## config.mk

```make
export PLATFORM = sky130hd
export DESIGN_NAME = eth_sfd_detect
export DESIGN_NICKNAME = d
export VERILOG_FILES = /design/src/rtl/eth_sfd_pkg.sv /design/src/rtl/sfd_serial_chk.sv /design/src/rtl/sfd_mii_chk.sv /design/src/rtl/sfd_byte_pack.sv /design/src/rtl/eth_sfd_detect.sv
export SDC_FILE = /design/constraint.sdc
export NUM_CORES = 1
export LEC_CHECK = 0
export ABC_AREA = 1
export BUFFER_PORTS_ARGS = -buffer_cell sky130_fd_sc_hd__buf_2
export CAP_MARGIN = 20
export CORE_UTILIZATION = 40
export CTS_BUF_LIST = sky130_fd_sc_hd__clkbuf_16
export DETAILED_ROUTE_END_ITERATION = 10
export MAX_ROUTING_LAYER = met4
export PLACE_DENSITY = 0.65
export SLEW_MARGIN = 15
export SYNTH_ARGS = -nofsm -noshare
export SYNTH_HDL_FRONTEND = slang
export SYNTH_SLANG_ARGS = --single-unit
```

## constraint.sdc

```tcl
create_clock -name clk -period 1.3 [get_ports clk]
set_input_delay 0.13 -clock clk [delete_from_list [all_inputs] [get_ports clk]]
set_output_delay 0.13 -clock clk [all_outputs]
set_load 0.1 [all_outputs]
```

## src/rtl/eth_sfd_pkg.sv

```systemverilog
`timescale 1ns/1ps
package eth_sfd_pkg;
  typedef enum logic [1:0] {
    ST_HUNT = 2'd0,
    ST_PAY  = 2'd1,
    ST_DROP = 2'd2
  } rx_st_e;

  localparam logic [7:0] PRE_BYTE = 8'h55;
  localparam logic [7:0] SFD_BYTE = 8'hD5;
endpackage

```

## src/rtl/sfd_serial_chk.sv

```systemverilog
`timescale 1ns/1ps
// Serial header qualifier: skip window, alternation window, then resolve.
module sfd_serial_chk #(
  parameter int SKIP_BITS = 16,
  parameter int ALT_BITS  = 5
) (
  input  logic clk,
  input  logic rst_n,
  input  logic clr_i,
  input  logic step_i,
  input  logic bit_i,
  output logic hdr_done,
  output logic hdr_bad
);
  localparam int LAST = SKIP_BITS + ALT_BITS;
  localparam int CW   = $clog2(LAST + 1);
  localparam logic [CW-1:0] ALT_LO  = CW'(SKIP_BITS + 1);
  localparam logic [CW-1:0] CNT_TOP = CW'(LAST);

  logic [CW-1:0] cnt_q, cnt_d;
  logic          prev_q, prev_d;
  logic          same, in_alt, in_res;

  always_comb begin
    same     = (bit_i == prev_q);
    in_alt   = (cnt_q >= ALT_LO) && (cnt_q < CNT_TOP);
    in_res   = (cnt_q == CNT_TOP);
    hdr_bad  = step_i & same & (in_alt | (in_res & ~bit_i));
    hdr_done = step_i & same & in_res & bit_i;
    cnt_d    = cnt_q;
    prev_d   = prev_q;
    if (clr_i) begin
      cnt_d  = '0;
      prev_d = 1'b0;
    end else if (step_i) begin
      prev_d = bit_i;
      if (!in_res) cnt_d = cnt_q + 1'b1;
    end
  end

  always_ff @(posedge clk or negedge rst_n) begin
    if (!rst_n) begin
      cnt_q  <= '0;
      prev_q <= 1'b0;
    end else begin
      cnt_q  <= cnt_d;
      prev_q <= prev_d;
    end
  end
endmodule

```

## src/rtl/sfd_mii_chk.sv

```systemverilog
`timescale 1ns/1ps
// Nibble header qualifier: byte match plus zero-pair scan across nibbles.
module sfd_mii_chk #(
  parameter logic [7:0] PRE = 8'h55,
  parameter logic [7:0] SFD = 8'hD5
) (
  input  logic       clk,
  input  logic       rst_n,
  input  logic       clr_i,
  input  logic       step_i,
  input  logic [3:0] nib_i,
  output logic       hdr_done,
  output logic       hdr_bad
);
  logic       hi_q, hi_d;
  logic [3:0] lo_q, lo_d;
  logic       last_q, last_d;
  logic       have_q, have_d;
  logic [3:0] zz;
  logic       pair00;
  logic [7:0] full;

  // zero pair between bit k-1 and bit k of the LSB-first stream
  always_comb begin
    zz[0] = have_q & ~last_q & ~nib_i[0];
    for (int k = 1; k < 4; k++) zz[k] = ~nib_i[k-1] & ~nib_i[k];
  end

  always_comb begin
    pair00   = |zz;
    full     = {nib_i, lo_q};
    hdr_bad  = step_i & (pair00 | (hi_q & (full != PRE) & (full != SFD)));
    hdr_done = step_i & hi_q & ~pair00 & (full == SFD);
    hi_d     = hi_q;
    lo_d     = lo_q;
    last_d   = last_q;
    have_d   = have_q;
    if (clr_i) begin
      hi_d   = 1'b0;
      lo_d   = '0;
      last_d = 1'b0;
      have_d = 1'b0;
    end else if (step_i) begin
      hi_d   = ~hi_q;
      lo_d   = nib_i;
      last_d = nib_i[3];
      have_d = 1'b1;
    end
  end

  always_ff @(posedge clk or negedge rst_n) begin
    if (!rst_n) begin
      hi_q   <= 1'b0;
      lo_q   <= '0;
      last_q <= 1'b0;
      have_q <= 1'b0;
    end else begin
      hi_q   <= hi_d;
      lo_q   <= lo_d;
      last_q <= last_d;
      have_q <= have_d;
    end
  end
endmodule

```

## src/rtl/sfd_byte_pack.sv

```systemverilog
`timescale 1ns/1ps
// Payload assembler: LSB-first shift of bits or nibbles into bytes.
module sfd_byte_pack #(
  parameter int BYTE_W = 8,
  parameter int NIB_W  = 4
) (
  input  logic              clk,
  input  logic              rst_n,
  input  logic              clr_i,
  input  logic              step_i,
  input  logic              mii_i,
  input  logic [NIB_W-1:0]  d_i,
  output logic [BYTE_W-1:0] byte_o,
  output logic              vld_o,
  output logic              sop_o
);
  localparam int SER_STEPS = BYTE_W;
  localparam int MII_STEPS = BYTE_W / NIB_W;
  localparam int CNT_W     = $clog2(SER_STEPS);
  localparam logic [CNT_W-1:0] SER_LAST = CNT_W'(SER_STEPS - 1);
  localparam logic [CNT_W-1:0] MII_LAST = CNT_W'(MII_STEPS - 1);

  logic [BYTE_W-1:0] sh_q, sh_d, sh_nx;
  logic [CNT_W-1:0]  cnt_q, cnt_d;
  logic              first_q, first_d;
  logic [BYTE_W-1:0] byte_q, byte_d;
  logic              vld_q, vld_d, sop_q, sop_d;
  logic              last, emit;

  always_comb begin
    sh_nx   = mii_i ? {d_i, sh_q[BYTE_W-1:NIB_W]} : {d_i[0], sh_q[BYTE_W-1:1]};
    last    = (cnt_q == (mii_i ? MII_LAST : SER_LAST));
    emit    = step_i & last;
    sh_d    = step_i ? sh_nx : sh_q;
    cnt_d   = cnt_q;
    first_d = first_q;
    byte_d  = emit ? sh_nx : byte_q;
    vld_d   = emit;
    sop_d   = emit & first_q;
    if (clr_i) begin
      cnt_d   = '0;
      first_d = 1'b1;
      vld_d   = 1'b0;
      sop_d   = 1'b0;
    end else if (step_i) begin
      cnt_d = last ? '0 : cnt_q + 1'b1;
      if (last) first_d = 1'b0;
    end
  end

  always_ff @(posedge clk or negedge rst_n) begin
    if (!rst_n) begin
      sh_q    <= '0;
      cnt_q   <= '0;
      first_q <= 1'b1;
      byte_q  <= '0;
      vld_q   <= 1'b0;
      sop_q   <= 1'b0;
    end else begin
      sh_q    <= sh_d;
      cnt_q   <= cnt_d;
      first_q <= first_d;
      byte_q  <= byte_d;
      vld_q   <= vld_d;
      sop_q   <= sop_d;
    end
  end

  assign byte_o = byte_q;
  assign vld_o  = vld_q;
  assign sop_o  = sop_q;
endmodule

```

## src/rtl/eth_sfd_detect.sv

```systemverilog
`timescale 1ns/1ps
module eth_sfd_detect #(
  parameter int SKIP_BITS = 16,
  parameter int ALT_BITS  = 5
) (
  input  logic       clk,
  input  logic       rst_n,
  input  logic       mii_mode,
  input  logic       rx_dv,
  input  logic [3:0] rx_d,
  output logic       pay_sop,
  output logic [7:0] pay_byte,
  output logic       pay_valid,
  output logic       hdr_reject
);
  import eth_sfd_pkg::*;

  rx_st_e st_q, st_d;
  logic   hunt, clr;
  logic   s_done, s_bad, m_done, m_bad, done, bad;

  assign clr  = ~rx_dv;
  assign hunt = rx_dv & (st_q == ST_HUNT);

  sfd_serial_chk #(.SKIP_BITS(SKIP_BITS), .ALT_BITS(ALT_BITS)) u_ser (
    .clk(clk), .rst_n(rst_n), .clr_i(clr), .step_i(hunt & ~mii_mode),
    .bit_i(rx_d[0]), .hdr_done(s_done), .hdr_bad(s_bad)
  );

  sfd_mii_chk #(.PRE(PRE_BYTE), .SFD(SFD_BYTE)) u_mii (
    .clk(clk), .rst_n(rst_n), .clr_i(clr), .step_i(hunt & mii_mode),
    .nib_i(rx_d), .hdr_done(m_done), .hdr_bad(m_bad)
  );

  sfd_byte_pack #(.BYTE_W(8), .NIB_W(4)) u_pack (
    .clk(clk), .rst_n(rst_n), .clr_i(clr),
    .step_i(rx_dv & (st_q == ST_PAY)), .mii_i(mii_mode), .d_i(rx_d),
    .byte_o(pay_byte), .vld_o(pay_valid), .sop_o(pay_sop)
  );

  assign done = mii_mode ? m_done : s_done;
  assign bad  = mii_mode ? m_bad  : s_bad;

  always_comb begin
    st_d = st_q;
    if (!rx_dv) begin
      st_d = ST_HUNT;
    end else if (st_q == ST_HUNT) begin
      if (bad)       st_d = ST_DROP;
      else if (done) st_d = ST_PAY;
    end
  end

  always_ff @(posedge clk or negedge rst_n) begin
    if (!rst_n) st_q <= ST_HUNT;
    else        st_q <= st_d;
  end

  assign hdr_reject = (st_q == ST_DROP);
endmodule

```

After elaboration in Yosys (flattened, before gate mapping)
Index checks and enable logic that the tools add are counted.

$add $sub $neg: 2. Magnitude comparators: 2. Equality and inequality tests: 15. Multiplexer cells: 29. Bitwise gates (word level): 32. Reduce and logical (&&, ||, !) cells: 6.

Operators by type and width (number): 1-bit AND (22); 1-bit two-way mux (15); 5-bit two-way mux (3); 3-bit two-way mux (4); 2-bit by 1-bit != test with 1-bit output (second input constant) (5); 8-bit == test (second input constant) (1); 2-bit two-way mux (4); 4-bit two-way mux (2); 8-bit two-way mux (1); 8-bit by 7-bit != test with 1-bit output (second input constant) (1); 8-bit != test (second input constant) (1); 1-bit NOT (8); 2-bit AND reduction (3); 5-bit by 1-bit adder with 5-bit output (second input constant) (1); 5-bit == test (second input constant) (1); 5-bit greater-or-equal comparator (second input constant) (1); 5-bit < comparator (second input constant) (1); 4-bit OR reduction (1); 3-bit by 1-bit adder with 3-bit output (second input constant) (1); 3-bit == test (1); 3-bit by 1-bit != test with 1-bit output (second input constant) (1); 2-bit by 1-bit == test with 1-bit output (second input constant) (1); 2-bit == test (second input constant) (1); 2-bit logical NOT (1); 4 further kinds (5).

Bits in registers: 37. Input port bits: 8.

Longest topological paths before layout
Depth in word-level cells: 12. Gate-level depth with buffers: 9.

Modules after synthesis
From an unflattened synthesis, not the netlist that was laid out.

Cells, all modules: 254. Area total of the unflattened synthesis: 1899.3 um2.

By module, submodules not included: sfd_byte_pack (times used 1, cells an instance 122, area an instance 996.0 um2, seq. area each 526.8 um2); sfd_serial_chk (times used 1, cells an instance 60, area an instance 434.2 um2, seq. area each 150.1 um2); sfd_mii_chk (times used 1, cells an instance 47, area an instance 326.6 um2, seq. area each 150.1 um2); eth_sfd_detect (times used 1, cells an instance 25, area an instance 142.6 um2, seq. area each 50.0 um2).

Worst setup path before layout
No wires, ideal clock.

Path kind: register -> output. Start point: register st_q[1]. End point: output hdr_reject. Arrival time: 1.753 ns. Slack: -0.583 ns. Stages on the path, launching flop included: 3. Buffers on the path: 0. Cells stage by stage: dfrtp_1 inv_1 nor2_1.

Word-level cells in the longest chain between the ends: 1.

Ends and longest elaborated chain: from (decl) (RTL line eth_sfd_detect.sv:18) `rx_st_e st_q, st_d;`; from (signal assigned) (RTL line eth_sfd_detect.sv:56) `else st_q <= st_d;`; 2-bit == test (RTL line eth_sfd_detect.sv:59) `assign hdr_reject = (st_q == ST_DROP);`; to (decl) (RTL line eth_sfd_detect.sv:14) `output logic hdr_reject`.

Every way passes these cells.

Final worst setup path
Start point: register st_q[1]. End point: register u_pack.first_q.

Word-level cells in the longest chain between the ends: 4.

Ends and longest elaborated chain: 2-bit by 1-bit == test with 1-bit output (RTL line eth_sfd_detect.sv:37) `.step_i(rx_dv & (st_q == ST_PAY)), .mii_i(mii_mode), .d_i(rx_d),`; 1-bit AND (RTL line eth_sfd_detect.sv:37); 2-bit by 1-bit != test with 1-bit output (no line); 2-bit AND reduction (no line); to (signal assigned) (RTL line sfd_byte_pack.sv:62) `first_q <= first_d;`; to (decl) (RTL line sfd_byte_pack.sv:25) `logic first_q, first_d;`.

Every way passes these cells. A chain may end at the register's enable or synchronous reset.

==> results.txt <==
The run finished with clean final reports. The root buffer cell chosen for the clock tree is sky130_fd_sc_hd__clkbuf_16. Summed over all layers, the global routing overflow is 0. Summed over all nets, wire length on met3 after detailed routing comes to 155 um. Global routing used 18.78% of the available tracks across all layers. The top flip-flop cell by instance count after synthesis is sky130_fd_sc_hd__dfrtp_1. The worst setup path is launched from a flip-flop. The smallest clock period supported by the final layout is computed as 1.281 ns.

The number of antenna violations at the first check in global routing is 0. The clock sink total came out at 35. The leakage component of the power came out at 1.168 nW. The share of final-layout standard cells stronger than drive strength 1 is 32.55%.

The number of synthesized register bits is 35. The fraction of post-synthesis cell area in the top cell type by area is 47.69%. Of all nets on the critical path, the largest fanout is 18. Of the post-synthesis cell area, the part taken by muxes is 0%. Summed over all nets, the half-perimeter wirelength after detailed placement is 2.472 mm.

The post-route total power came out at 3.005 mW. The sequential cell area is 879.6 um^2. The compound-cell area share of the yosys netlist came out at 14.87%. The max-capacitance violation count is 0. 0 antenna diodes ended up in the layout. Clock latency on the worst-skew pair, taken at its later pin, is 0.28 ns. Counting every instance in the synthesized netlist gives 216. The path with the worst hold slack has its endpoint at u_mii.last_q. Adding up every negative setup slack in the final design gives 0 ns. The TritonCTS clock tree is yes. The standard-cell row count is 23. The die is 68.79 um wide. STA puts the critical path data required time at 1.51 ns. The multi-input combinational cells in the finished layout cover a total of 827.0 um^2. The overall die height is 68.79 um.

The largest net degree at the start of global routing is 36. The iteration-0 DRC count of the detailed router came out at 67. The area of the core region came out at 0.004144 mm^2. The slew at the pin closest to its max-slew limit is 0.4852 ns. The total of fill cells in the finished design is 378. For this run, the register share of the synthesized area comes to 49.16%. The final design instance area without fill came out at 0.002357 mm^2. The starting density of the core came out at 43.06%. The endpoint identified for the worst register-to-register timing path is u_pack.first_q. The total die area came out at 0.004731 mm^2. Signal routing reaches up to met4. The core utilization of the finished layout is 56.88%. Static timing analysis puts the maximum clock frequency at 0.7808 GHz. The via count of the routed design came out at 1477. The synthesized netlist occupies a cell area of 0.001784 mm^2. The critical path is of the flip-flop to flip-flop type.

The last weighted congestion value of the routability-driven placer is 0.8022. Summing the areas of all xor and xnor instances in the mapped netlist gives 1.964% of the synthesized area. The global-route wire length before repair came out at 6.099 mm.

The number of max-slew violations in the final report was 0. Power spread over the standard cell area amounts to 1275 mW/mm^2. In this run the tightest slew margin relative to its limit is 67.88%. The worst hold path startpoint is rx_d[3].

After synthesis, the share of flip-flops with an asynchronous set or reset is 100.0%. Of the total synthesized cell area, the portion taken by AND, OR, NAND and NOR gates is 22.23%. The met2 wirelength from detailed routing came out at 1.694 mm. The vias per cell is 4.843. After synthesis, the cell types taking the most area are sky130_fd_sc_hd__dfrtp_1, sky130_fd_sc_hd__nand2_1, sky130_fd_sc_hd__inv_1. The H-tree level count came out at 2.

The number of failing setup endpoints in the final timing report is 0. Between clock sinks in the finished design, the worst skew comes to 0.003231 ns. Setup repair after global routing could not meet its margin everywhere.

A synthesized cell averages 8.260 um^2. The area growth from synthesis to final layout came out at 32.12%. In this run the register-to-register setup slack is 0.02 ns.

The number of global-route vias before repair is 1378. The maximum clock path buffer count is 2. The number of flops mapped to enable cells by yosys came out at 0. The instance area after placement came out at 0.002048 mm^2. The worst setup path is captured at a flip-flop. Synthesis instantiated 27 different standard cells from the library. The total routed wire length on the met1 layer came out at 1.770 mm.

The adder-cell area share of the yosys netlist came out at 2.104%. The peak ir drop on the vdd network is 0.0006743 V. Ranked by instance count, the synthesized netlist is headed by sky130_fd_sc_hd__nand2_1, sky130_fd_sc_hd__dfrtp_1, sky130_fd_sc_hd__inv_1.

The number of nets in the synthesized netlist is 227. The reg-to-reg startpoint is st_q[1]. The number of warnings printed during yosys synthesis is 0. The post-route antenna net violation count is 0. The hold violation total from the final report came out at 0.

The number of cells on the worst reg-to-reg path came out at 6. The most area-hungry cell type in the Yosys netlist is sky130_fd_sc_hd__dfrtp_1. Buffers placed on the I/O ports in this run total 18. After clock tree synthesis, the clock-pin slew on the worst setup and hold paths is 0.05 ns. The total routed wirelength is 3.695 mm. In the routed design, unresolved DRC markers number 0. The average routed wire per standard cell is 12.11 um.

The TritonCTS buffer count came out at 5. The worst hold path was traced through 3 stages. The data arrival time at the worst-slack endpoint is 1.49 ns. The total number of nets in the final design is 265.

Tracing the worst setup path back leads to its startpoint at st_q[1]. The tightest min-delay check is of the input pin to flip-flop type. Before antenna repair, the detailed router went through 4 iterations. After synthesis, the largest family of logic cells by area is simple AND/OR/NAND/NOR gates.

In the post-synthesis netlist, the cell with the most instances is sky130_fd_sc_hd__nand2_1. The number of primary I/O pins came out at 19. The share of the clock period used by the worst path after layout is 98.52%.
-- what timing repair did --
item                                    in CTS  in global routing
resized for setup                            4                 28
endpoints found under the setup margin       5                 20
hold buffers                                 1                  0
buffers inserted                             1                  2
hold endpoints to repair                    34                  0
pin swaps                                    2                  4
-- sequential cells by signal, summed over array words and instances (netlist names) --
| signal | flops |
|---|---|
| u_pack.vld_o | 1 |
| u_mii.have_q | 1 |
| u_ser.prev_q | 1 |
| u_pack.sh_q | 7 |
| u_pack.byte_o | 8 |
| u_mii.lo_q | 3 |
| u_pack.cnt_q | 3 |
| u_pack.first_q | 1 |
| st_q | 2 |
| u_mii.hi_q | 1 |
| u_ser.cnt_q | 5 |
| u_pack.sop_o | 1 |
| u_mii.last_q | 1 |
-- per-stage QoR --
stage	hold WS, ns	std cells	setup slack (ns)
2_1_floorplan	-0.1656	216	0.01549
3_3_place_gp	0.1967	294	0.02038
3_5_place_dp	0.2020	294	-0.07620
4_1_cts	0.1619	303	0.006672
5_1_grt	0.1794	305	-0.05067
6_report	0.1624	305	0.01929
-- cell type report --
type / instances / area share [%]
clock buffers: 5 / 5.308
multi-input cells: 141 / 35.08
inverters: 35 / 5.786
flip-flops and latches: 35 / 37.31
clock inverters: 3 / 2.707
repair buffers: 36 / 11.15
well taps: 50 / 2.654
-- logic make-up (layout without fill, tap and decap cells) --
logic type,after synthesis,in the layout
AOI/OAI and AO/OA,42,42
DFF,35,35
buffers and inverters,40,79
adders and majority gates,3,3
xor gates and xnor gates,4,4
and+or+nand+nor,92,92
-- power by group --
group          switching, mW  internal (mW)  total (mW)
Clock                  0.435           1.09        1.53
Combinational          0.198          0.126       0.324
Sequential            0.0305           1.12        1.15
-- metal layers --
metal / global-route usage, % / vias up
li1: - / 761
met2: 28.06 / 31
met4: 6.888 / 0
met1: 23.86 / 678
met5: - / -
met3: 5.921 / 7
-- worst max path at each step --
| stage | to | slack (ns) | cells past startpoint |
|---|---|---|---|
| after floorplan | u_pack.byte_o[0] | 0.02 | 6 |
| after global placement | u_ser.cnt_q[2] | 0.02 | 8 |
| after global routing | st_q[0] | -0.05 | 9 |
| final | u_pack.first_q | 0.02 | 6 |
| after CTS | u_ser.cnt_q[3] | 0.007 | 6 |
| after detailed placement | u_ser.cnt_q[2] | -0.08 | 8 |
-- placed cells by master (no fill, tap or decap), types with 3 or more instances in the layout --
master                      netlist  final
sky130_fd_sc_hd__nand3_2          0      3
sky130_fd_sc_hd__xor2_1           4      4
sky130_fd_sc_hd__nand2_4          1      3
sky130_fd_sc_hd__a21oi_2          1      3
sky130_fd_sc_hd__clkbuf_16        0      5
sky130_fd_sc_hd__o21ai_0         22     20
sky130_fd_sc_hd__nand2_2          1      7
sky130_fd_sc_hd__nand3_1         10      7
sky130_fd_sc_hd__o21ai_2          9      9
sky130_fd_sc_hd__nor2_1          12      8
sky130_fd_sc_hd__buf_2            2     17
sky130_fd_sc_hd__nand2_1         60     52
sky130_fd_sc_hd__inv_1           34     32
sky130_fd_sc_hd__buf_4            0     14
sky130_fd_sc_hd__o22ai_1          3      3
sky130_fd_sc_hd__inv_2            0      3
sky130_fd_sc_hd__a21oi_1          5      3
sky130_fd_sc_hd__dfrtp_1         34     32
-- worst max-delay path, stage by stage (launching register included) --
cell and delay, ns:
sky130_fd_sc_hd__dfrtp_1 0.40, sky130_fd_sc_hd__buf_6 0.13, sky130_fd_sc_hd__buf_4 0.14, sky130_fd_sc_hd__nor3_4 0.20, sky130_fd_sc_hd__buf_12 0.19, sky130_fd_sc_hd__buf_4 0.13, sky130_fd_sc_hd__a21oi_2 0.02
No activity file was read; power rests on OpenSTA's default activity.
